$ cat config.mk
export PLATFORM = sky130hd
export DESIGN_NAME = bcd_rtc
export DESIGN_NICKNAME = d
export VERILOG_FILES = /design/src/rtl/bcd_rtc.sv
export SDC_FILE = /design/constraint.sdc
export NUM_CORES = 1
export LEC_CHECK = 0
export ABC_AREA = 1
export BUFFER_PORTS_ARGS = -buffer_cell sky130_fd_sc_hd__buf_4
export CORE_MARGIN = 1
export CORE_UTILIZATION = 45
export CTS_CLUSTER_DIAMETER = 150
export DETAILED_ROUTE_END_ITERATION = 6
export GPL_TIMING_DRIVEN = 1
export HOLD_SLACK_MARGIN = 0.08
export PLACE_DENSITY = 0.61
export SLEW_MARGIN = 5
export SYNTH_ARGS = -nofsm -noshare
export SYNTH_HDL_FRONTEND = slang
export SYNTH_SLANG_ARGS = --single-unit
$ cat constraint.sdc
create_clock -name clk -period 3.4 [get_ports clk]
set_clock_uncertainty 0.15 [all_clocks]
set_input_delay 0.34 -clock clk [delete_from_list [all_inputs] [get_ports clk]]
set_output_delay 0.34 -clock clk [all_outputs]
set_load 0.005 [all_outputs]
$ cat src/rtl/bcd_rtc.sv
module bcd_rtc #(
  parameter int TICKS_PER_SEC = 32768
) (
  input  logic       clk,
  input  logic       rst_n,
  input  logic       tick_en,
  input  logic       wr_en,
  input  logic [3:0] addr,
  input  logic [7:0] wr_data,
  output logic [7:0] rd_data
);
  localparam int PW = ($clog2(TICKS_PER_SEC) > 16) ? $clog2(TICKS_PER_SEC) + 2 : 18;
  localparam logic signed [PW-1:0] LAST = PW'(TICKS_PER_SEC - 1);

  function automatic int b2i(input logic [7:0] b);
    return int'(b[7:4]) * 10 + int'(b[3:0]);
  endfunction

  function automatic logic [7:0] inc_bcd(input logic [7:0] b);
    return (b[3:0] == 4'd9) ? {b[7:4] + 4'd1, 4'd0} : {b[7:4], b[3:0] + 4'd1};
  endfunction

  logic signed [PW-1:0] presc;
  logic [7:0] sec, mins, hrs, day, mon, yr;
  logic [7:0] snap_sec, snap_min, snap_hr, snap_day, snap_mon, snap_yr;
  logic run, snap_req, auto_comp;
  logic [15:0] comp_val;
  logic [7:0] comp_stage;
  logic adv, comp_hit, sec_w, min_w, hr_w, day_w, mon_w, comp_ok;
  int dmax;

  assign adv      = run && tick_en && (presc >= LAST);
  assign comp_hit = auto_comp && (mins == 8'h00) && (sec == 8'h00);
  assign sec_w    = (sec == 8'h59);
  assign min_w    = (mins == 8'h59);
  assign hr_w     = (hrs == 8'h23);
  assign day_w    = (b2i(day) == dmax);
  assign mon_w    = (mon == 8'h12);
  assign comp_ok  = ({wr_data, comp_stage} != 16'h7FFF);

  always_comb begin
    case (mon)
      8'h02:                      dmax = ((b2i(yr) % 4) == 0) ? 29 : 28;
      8'h04, 8'h06, 8'h09, 8'h11: dmax = 30;
      default:                    dmax = 31;
    endcase
  end

  always_ff @(posedge clk or negedge rst_n) begin
    if (!rst_n) begin
      presc <= '0;
      sec <= 8'h00; mins <= 8'h00; hrs <= 8'h00;
      day <= 8'h01; mon <= 8'h01; yr <= 8'h00;
      snap_sec <= 8'h00; snap_min <= 8'h00; snap_hr <= 8'h00;
      snap_day <= 8'h01; snap_mon <= 8'h01; snap_yr <= 8'h00;
      run <= 1'b0; snap_req <= 1'b0; auto_comp <= 1'b0;
      comp_val <= '0; comp_stage <= '0;
    end else begin
      if (snap_req) begin
        snap_sec <= sec; snap_min <= mins; snap_hr <= hrs;
        snap_day <= day; snap_mon <= mon; snap_yr <= yr;
        snap_req <= 1'b0;
      end
      if (run && tick_en)
        presc <= !adv ? presc + PW'(1) :
                 comp_hit ? {{(PW-16){comp_val[15]}}, comp_val} : '0;
      if (adv) begin
        sec <= sec_w ? 8'h00 : inc_bcd(sec);
        if (sec_w) begin
          mins <= min_w ? 8'h00 : inc_bcd(mins);
          if (min_w) begin
            hrs <= hr_w ? 8'h00 : inc_bcd(hrs);
            if (hr_w) begin
              day <= day_w ? 8'h01 : inc_bcd(day);
              if (day_w) begin
                mon <= mon_w ? 8'h01 : inc_bcd(mon);
                if (mon_w) yr <= (yr == 8'h99) ? 8'h00 : inc_bcd(yr);
              end
            end
          end
        end
      end
      if (wr_en) begin
        case (addr)
          4'd0: if (!run) sec  <= wr_data;
          4'd1: if (!run) mins <= wr_data;
          4'd2: if (!run) hrs  <= wr_data;
          4'd3: if (!run) day  <= wr_data;
          4'd4: if (!run) mon  <= wr_data;
          4'd5: if (!run) yr   <= wr_data;
          4'd6: begin
            run       <= wr_data[0];
            auto_comp <= wr_data[2];
            if (wr_data[1]) snap_req <= 1'b1;
          end
          4'd7: comp_stage <= wr_data;
          4'd8: if (comp_ok) comp_val <= {wr_data, comp_stage};
          default: ;
        endcase
      end
    end
  end

  always_comb begin
    case (addr)
      4'd0:    rd_data = snap_sec;
      4'd1:    rd_data = snap_min;
      4'd2:    rd_data = snap_hr;
      4'd3:    rd_data = snap_day;
      4'd4:    rd_data = snap_mon;
      4'd5:    rd_data = snap_yr;
      4'd6:    rd_data = {5'b0, auto_comp, snap_req, run};
      4'd7:    rd_data = comp_val[7:0];
      4'd8:    rd_data = comp_val[15:8];
      default: rd_data = 8'h00;
    endcase
  end
endmodule

==> flow_summary.ini, run 1 <==
[logic_synthesis]
yosys.area.top_type = dfrtp_1
synth.top_cells.by_area = dfrtp_1, nand2_1, inv_1
synth_seq_area_share_pct = 41.9
synthArstFlopShare_pct = 100
syn_area_um2 = 8440
synth_cell_type_count = 47
syn_avg_cell_area_um2 = 7.57
syn-instance-count = 1115
synth_top_area_share_pct = 40.6
synth-seq-cells = 141
ys_warn_count = 0
synth_nets = 1167
synth-edff-count = 0
synth-main-ff-cell = dfrtp_1

[route]
num_vias = 7447
met2WireLength_mm = 10.9
wl_mm = 24.0
drc = 1
wl_per_cell_um = 17.3
top_layer = met4
wl_met3_mm = 1.08
antenna_left = 0
drt-pass1-iter-count = 7
wl_met1_mm = 11.5
routed_via_density = 5.37
drtIter0Drc = 635

[cells_and_area]
fillCellCount = 1761
fin_nets = 1199
top_regs = presc (18), comp_val (16)
final_cells = 1388
largest_register_ffs = 18
synthToLayoutAreaGrowth_pct = 13.7
layout_common_cells = nand2_1, inv_1, dfrtp_1
top_register = presc
seqCellArea_um2 = 3530
drive_gt1_share_pct = 8.54
antenna_cells = 0
layout_commonest_cell = nand2_1
multi_input_area_um2 = 4100

[place]
dp_slack_ns = 0.409
dpl.hpwl_mm = 17.3
io_buffers = 23
gp_congestion = 0.889
dpl.cell_count = 1349

[clocking]
post-cts-setup-buffers = 0
root_buffer = clkbuf_16
clockBufferDepth = 2
clkTransAtPathRegs_ns = 0.06
h-tree-depth = 4
clk_latency_ns = 0.42
cts_resized = 0
cts_buffers = 17
numClockSinks = 141
cts_tree = done

[critical_path]
cp_slowest_cell = fa_1
setup.worst_path.start = day[7]
worstPathCellList = ha_1 -> ha_1 -> fa_1 -> nor2_1 -> nand2_1 -> nor2_1 -> nand2_1 -> nor2_1 -> nand4_1 -> nor2_4 -> nand2_2 -> o21bai_1 -> inv_1 -> nand2_1 -> nand2_1
r2r-end = yr[7]
path_common_cell = nand2_1
max_stage_delay_ns = 0.44
required_ns = 3.57
reg2reg_depth = 15
r2r_slack_ns = 0.36
setup.worst_path.start_class = flip-flop
cpLargestDelayFamily = simple AND/OR/NAND/NOR gates
critPathArrivalTime_ns = 3.21
crit_fanout = 11
crit_end = yr[7]
crit_buf_inv = 1
worst-path-stages = 15
path_class = reg2reg
critPathCaptureType = flip-flop
r2r-start = day[7]

[global_route]
grt_pass1_wl_mm = 38.5
grt_max_degree = 95
grt_pass1_vias = 7058
grt_antenna_before_repair = 0
grt-ovfl-total = 0
grt_use_total_pct = 26.0

[sta]
finalHoldViolCount = 0
fin_ws_ns = 0.360
finalCriticalPeriod_ns = 3.04
setup_viol = 0
worst_pin_slew_ns = 0.846
slew_headroom_pct = 43.6
period_share_pct = 89.4
setup_tns_ns = 0
rsz0062_at_grt = no
final_max_slew_viol_count = 0
max_freq_ghz = 0.329
hold_slack_ns = 0.121

[floorplan]
start_util_pct = 46.5
die_area_um2 = 19300
die_h_um = 139
rows = 49
die_width_um = 139
coreArea_um2 = 18100
ios = 24

[power_and_ir_drop]
power_uw = 6390
leakage_uw = 0.00461
ir_drop_v = 0.000331
cellPowerDensity_nw_per_um2 = 666

[flow_run]
cap_violations = 0

[outcome]
violations = design-rule violations
outcome = finished, violations left

[hold_path]
hold_path_class = in2reg
-- power breakdown --
| group | total [µW] | switching (µW) | internal (µW) | leakage, µW |
|---|---|---|---|---|
| Clock | 2070 | 735 | 1330 | 0.000316 |
| Combinational | 1710 | 1050 | 654 | 0.00260 |
| Sequential | 2610 | 471 | 2140 | 0.00170 |
-- cell type report --
cell class / instances / area share (%)
clock buffers: 20 / 4.76
clock inverters: 11 / 1.98
inverters: 174 / 6.80
multi-input cells: 768 / 42.7
flip-flops and latches: 141 / 36.8
well taps: 229 / 2.99
repair buffers: 45 / 3.90
-- stage by stage --
stage	cell area, µm²	util, %
detailed placement	8870	48.9
finish	9600	52.9
global placement	8870	48.9
floorplan	8440	-
global route	9600	52.9
CTS	9600	52.9
-- how the worst min path moves through the flow --
stage                          start         to  slack, ns  cells past startpoint
after floorplan                rst_n  auto_comp      -0.11                      0
after global placement         rst_n   presc[6]       0.29                      1
after detailed placement       rst_n   presc[6]       0.28                      1
after CTS                 wr_data[1]     mon[1]       0.11                      3
after global routing      wr_data[1]     mon[1]       0.13                      3
final                     wr_data[1]     mon[1]       0.12                      3
-- Yosys cell counts (all sizes together) (16+ instances only) --
| cell type | number |
|---|---|
| nand4 | 26 |
| clkbuf | 23 |
| nor2 | 121 |
| nand3 | 72 |
| nand2 | 241 |
| a31oi | 18 |
| o21ai | 112 |
| a21oi | 48 |
| dfrtp | 137 |
| o22ai | 16 |
| inv | 174 |
| ha | 34 |
-- worst register-to-register path: stages (launching register included) --
cell	delay, ns
dfrtp_1	0.43
ha_1	0.29
ha_1	0.22
fa_1	0.44
nor2_1	0.11
nand2_1	0.05
nor2_1	0.08
nand2_1	0.05
nor2_1	0.08
nand4_1	0.13
nor2_4	0.31
nand2_2	0.25
o21bai_1	0.19
inv_1	0.05
nand2_1	0.05
nand2_1	0.04
-- routing by layer --
metal | GRT usage, % | vias up
met2 | 40.6 | 181
met5 | 0 | -
met1 | 36.8 | 3524
met3 | 4.39 | 24
met4 | 7.89 | 0
li1 | - | 3718
-- repair_timing --
item                       in CTS  in global routing
hold buffers                    8                  0
hold endpoints to repair       87                  0
setup endpoints to repair       0                  0
-- cells by family after synthesis --
family | after synthesis | share of synthesized area (%)
xor+xnor | 15 | 1.56
compound gates | 229 | 15.4
buf+inv | 206 | 9.54
fa+ha+maj | 36 | 5.51
simple gates | 486 | 25.8
mux | 2 | 0.267
flops | 141 | 41.9
Note: power is estimated with default switching activity, not from simulation.
==> inputs of run 2 (changes only) <==
Clock period 3.4 ns to 3.7 ns, I/O delays scaled along.
==> run 2 against run 1 <==
Net effect: the run now ends clean; via count increased by 1.2%; final area shrank 1.2%; sequential share of layout area up 0.46 points; critical path depth grew 1; sequential cell count stayed put; global-route usage up 0.11 points; first-iteration DRC count decreased by 25%; non-clock buffer count shrank 9; sequential power is 8.0% lower; count of clock-buffer cells in the layout increased by 1; fmax is 3.8% lower; die area unchanged; critical path type unchanged.
==> flow_summary.ini, run 2 (synthesized netlist as in run 1, its figures left out) <==
[place]
gp_congestion = 0.870
dpl.hpwl_mm = 17.2
dp_slack_ns = 0.502
io_buffers = 23
placed_area_um2 = 8820

[floorplan]
rows = 49
coreArea_um2 = 18100
die_area_um2 = 19300
die_width_um = 139
start_util_pct = 46.5
ios = 24
die_h_um = 139

[route]
drc = 0
antenna_left = 0
num_vias = 7536
routed_via_density = 5.46
drtIter0Drc = 478
wl_per_cell_um = 17.3
wl_mm = 23.9
drt-pass1-iter-count = 7

[cells_and_area]
multi_input_area_um2 = 4100
antenna_cells = 0
fin_area_um2 = 9480
layout_common_cells = nand2_1, inv_1, dfrtp_1
largest_register_ffs = 18
top_regs = presc (18), comp_val (16)
fillCellCount = 1786
drive_gt1_share_pct = 7.99
layout_commonest_cell = nand2_1
fin_nets = 1190
top_register = presc
seqCellArea_um2 = 3530
synthToLayoutAreaGrowth_pct = 12.3

[global_route]
grt_max_degree = 95
grt_use_total_pct = 26.1
grt_pass1_wl_mm = 38.6
grt_antenna_before_repair = 0
grt-ovfl-total = 0
grt_pass1_vias = 7021

[clocking]
cts_tree = done
clkTransAtPathRegs_ns = 0.06
h-tree-depth = 4
numClockSinks = 141
clk_latency_ns = 0.43
root_buffer = clkbuf_16
clockBufferDepth = 2
post-cts-setup-buffers = 0
cts_buffers = 17

[flow_run]
cap_violations = 0

[sta]
period_share_pct = 85.4
rsz0062_at_grt = no
setup_viol = 0
slew_headroom_pct = 43.0
fin_ws_ns = 0.539
worst_pin_slew_ns = 0.854
final_max_slew_viol_count = 0
finalHoldViolCount = 0
max_freq_ghz = 0.316
finalCriticalPeriod_ns = 3.16
setup_tns_ns = 0
hold_slack_ns = 0.0943

[critical_path]
crit_fanout = 16
setup.worst_path.start_class = flip-flop
reg2reg_depth = 16
required_ns = 3.87
path_class = reg2reg
critPathArrivalTime_ns = 3.33
critPathCaptureType = flip-flop

[power_and_ir_drop]
cellPowerDensity_nw_per_um2 = 603
ir_drop_v = 0.000326
power_uw = 5710
leakage_uw = 0.00454

[hold_path]
worstHoldPathCells = 3
hold_path_class = in2reg

[outcome]
outcome = complete, no violations
[run 2: final cells by class]
class,instances,share of cell area [%]
well taps,229,3.02
flip-flops and latches,141,37.3
multi-input cells,768,43.3
clock inverters,11,1.49
inverters,174,6.89
repair buffers,36,3.18
clock buffers,21,4.86
[run 2: critical path: stages, from the launching register on]
cell and delay (ns):
dfrtp_1 0.46, ha_1 0.33, ha_1 0.22, fa_1 0.43, nor2_1 0.12, nand2_1 0.05, nor2_1 0.08, nand2_1 0.05
nor2_1 0.08, nand4_1 0.14, nor2_4 0.36, buf_4 0.25, inv_1 0.07, nand3_1 0.07, nand2_1 0.05, nor2_1 0.10
nor2_1 0.05
[run 2: metal layers]
layer	vias up	global-route usage, %	routed length, µm
li1	3705	-	-
met1	3581	36.2	11100
met2	214	41.0	11000
met3	36	4.83	1300
met4	0	8.89	506
met5	-	0	0
[run 2: timing repair]
| item | 4_1_cts | 5_1_grt |
|---|---|---|
| endpoints found under the hold margin | 84 | 0 |
| hold buffers | 6 | 0 |
| gates resized for setup | 0 | 0 |
[run 2: through the flow]
| stage | util [%] | std cells |
|---|---|---|
| 2_1_floorplan | - | 1115 |
| 3_3_place_gp | 48.6 | 1342 |
| 3_5_place_dp | 48.6 | 1342 |
| 4_1_cts | 52.2 | 1380 |
| 5_1_grt | 52.2 | 1380 |
| 6_report | 52.2 | 1380 |
[run 2: path summary, 6_finish.rpt]
path                       slack (ns)       endpoint          start
min in group asynchronous        0.43       presc[3]          rst_n
hold / removal                   0.09         hrs[6]     wr_data[6]
hold reg to reg                  0.34  comp_stage[4]  comp_stage[4]
setup reg to reg                 0.54         day[1]         day[5]
setup / recovery                 0.54         day[1]         day[5]
max in group asynchronous        2.11    snap_mon[0]          rst_n
[run 2: power breakdown]
| part | total (µW) | switching, µW | internal, µW |
|---|---|---|---|
| logic | 1550 | 956 | 591 |
| clock network | 1770 | 676 | 1090 |
| registers | 2400 | 430 | 1970 |
| total | 5710 | 2060 | 3650 |
==> inputs of run 3 (changes only) <==
Settings changed: CORE_MARGIN 1 to 2.
==> run 3 against run 2 <==
Net effect: critical path depth is the same; sequential share of layout area is 0.11 points lower; first-iteration DRC count is 25% higher; final area up 0.29%; wire length down 0.70%; utilization is 1.1 points lower; total power is essentially flat; critical path type unchanged; highest routed layer unchanged.
==> flow_summary.ini, run 3 (synthesized netlist as in run 1, its figures left out) <==
[outcome]
outcome = complete, no violations

[route]
wl_per_cell_um = 17.1
antenna_left = 0
routed_via_density = 5.36
drtIter0Drc = 598
drt-pass1-iter-count = 5
wl_mm = 23.7
drc = 0
num_vias = 7456

[critical_path]
setup.worst_path.start = day[5]
r2r-start = day[5]
path_class = reg2reg
reg2reg_depth = 16
crit_fanout = 10
critPathArrivalTime_ns = 3.27
setup.worst_path.start_class = flip-flop
required_ns = 3.87
critPathCaptureType = flip-flop

[clocking]
cts_tree = done
cts_buffers = 17
clk_latency_ns = 0.43
h-tree-depth = 4
post-cts-setup-buffers = 0
clkTransAtPathRegs_ns = 0.06
numClockSinks = 141
clockBufferDepth = 2
root_buffer = clkbuf_16

[cells_and_area]
fin_area_um2 = 9510
top_register = presc
fin_nets = 1195
top_regs = presc (18), comp_val (16)
drive_gt1_share_pct = 8.48
antenna_cells = 0
layout_common_cells = nand2_1, inv_1, dfrtp_1
synthToLayoutAreaGrowth_pct = 12.6
largest_register_ffs = 18
fillCellCount = 1813
layout_commonest_cell = nand2_1

[place]
dp_slack_ns = 0.578
io_buffers = 23
placed_area_um2 = 8860
gp_congestion = 0.887
dpl.hpwl_mm = 17.3

[global_route]
grt_max_degree = 95
grt_antenna_before_repair = 0
grt_pass1_wl_mm = 38.5
grt-ovfl-total = 0
grt_pass1_vias = 7038
grt_use_total_pct = 25.0

[floorplan]
die_width_um = 141
rows = 50
die_h_um = 141
die_area_um2 = 19900
start_util_pct = 45.4
ios = 24
coreArea_um2 = 18600

[flow_run]
cap_violations = 0

[sta]
period_share_pct = 83.6
final_max_slew_viol_count = 0
finalHoldViolCount = 0
hold_slack_ns = 0.0957
max_freq_ghz = 0.323
setup_tns_ns = 0
finalCriticalPeriod_ns = 3.09
setup_viol = 0
slew_headroom_pct = 39.7
fin_ws_ns = 0.605
worst_pin_slew_ns = 0.905
rsz0062_at_grt = no

[power_and_ir_drop]
ir_drop_v = 0.000352
leakage_uw = 0.00455
cellPowerDensity_nw_per_um2 = 601

[hold_path]
hold_path_class = in2reg
worstHoldPathCells = 3
hp-start = wr_data[6]
==> run 3: final cells by class <==
class | instances | area (µm²) | share of cell area, %
clock inverters | 13 | 168 | 1.76
inverters | 174 | 653 | 6.87
clock buffers | 19 | 433 | 4.55
flip-flops and latches | 141 | 3530 | 37.2
well taps | 234 | 293 | 3.08
repair buffers | 41 | 324 | 3.41
multi-input cells | 768 | 4100 | 43.2
==> run 3: worst max-delay path, stage by stage, from the launching register on <==
cell and delay [ns]:
dfrtp_1 0.48, ha_1 0.33, ha_1 0.22, fa_1 0.43
nor2_1 0.11, nand2_1 0.05, nor2_1 0.08, nand2_1 0.05
nor2_1 0.08, nand4_1 0.13, nor2_4 0.28, buf_4 0.22
nand3_1 0.12, nand2_1 0.09, nand3_1 0.06, nand2_1 0.07
inv_1 0.04
==> run 3: where the power goes <==
group          internal, µW  total, µW  leakage [µW]  switching [µW]
clock network          1060       1770      0.000276             704
registers              1970       2410       0.00170             437
logic                   593       1540       0.00258             947
==> run 3: repair_timing <==
item                      in CTS  in global routing
gates resized for setup        0                  0
hold buffers                   5                  0
hold endpoints to repair      94                  0
==> run 3: path summary, 6_finish.rpt <==
| check | to | slack, ns |
|---|---|---|
| min reg2reg | comp_stage[7] | 0.34 |
| max reg2reg | yr[5] | 0.61 |
| min | hrs[6] | 0.1 |
| max in group asynchronous | snap_mon[0] | 2.04 |
| min in group asynchronous | presc[5] | 0.44 |
| max | yr[5] | 0.61 |
==> run 3: per-layer routing <==
layer  part of all wire, %  global-route usage [%]
met1                    48                    35.9
met2                    45                    38.9
met3                   4.7                    4.48
met4                   2.0                    7.00
met5                     0                       0
==> run 3: stage by stage <==
stage	util, %	power, µW	cells
6_report	51.2	5710	1390
3_3_place_gp	47.7	3920	1353
4_1_cts	51.2	5740	1390
3_5_place_dp	47.7	3950	1353
2_1_floorplan	-	3450	1115
5_1_grt	51.2	6110	1390
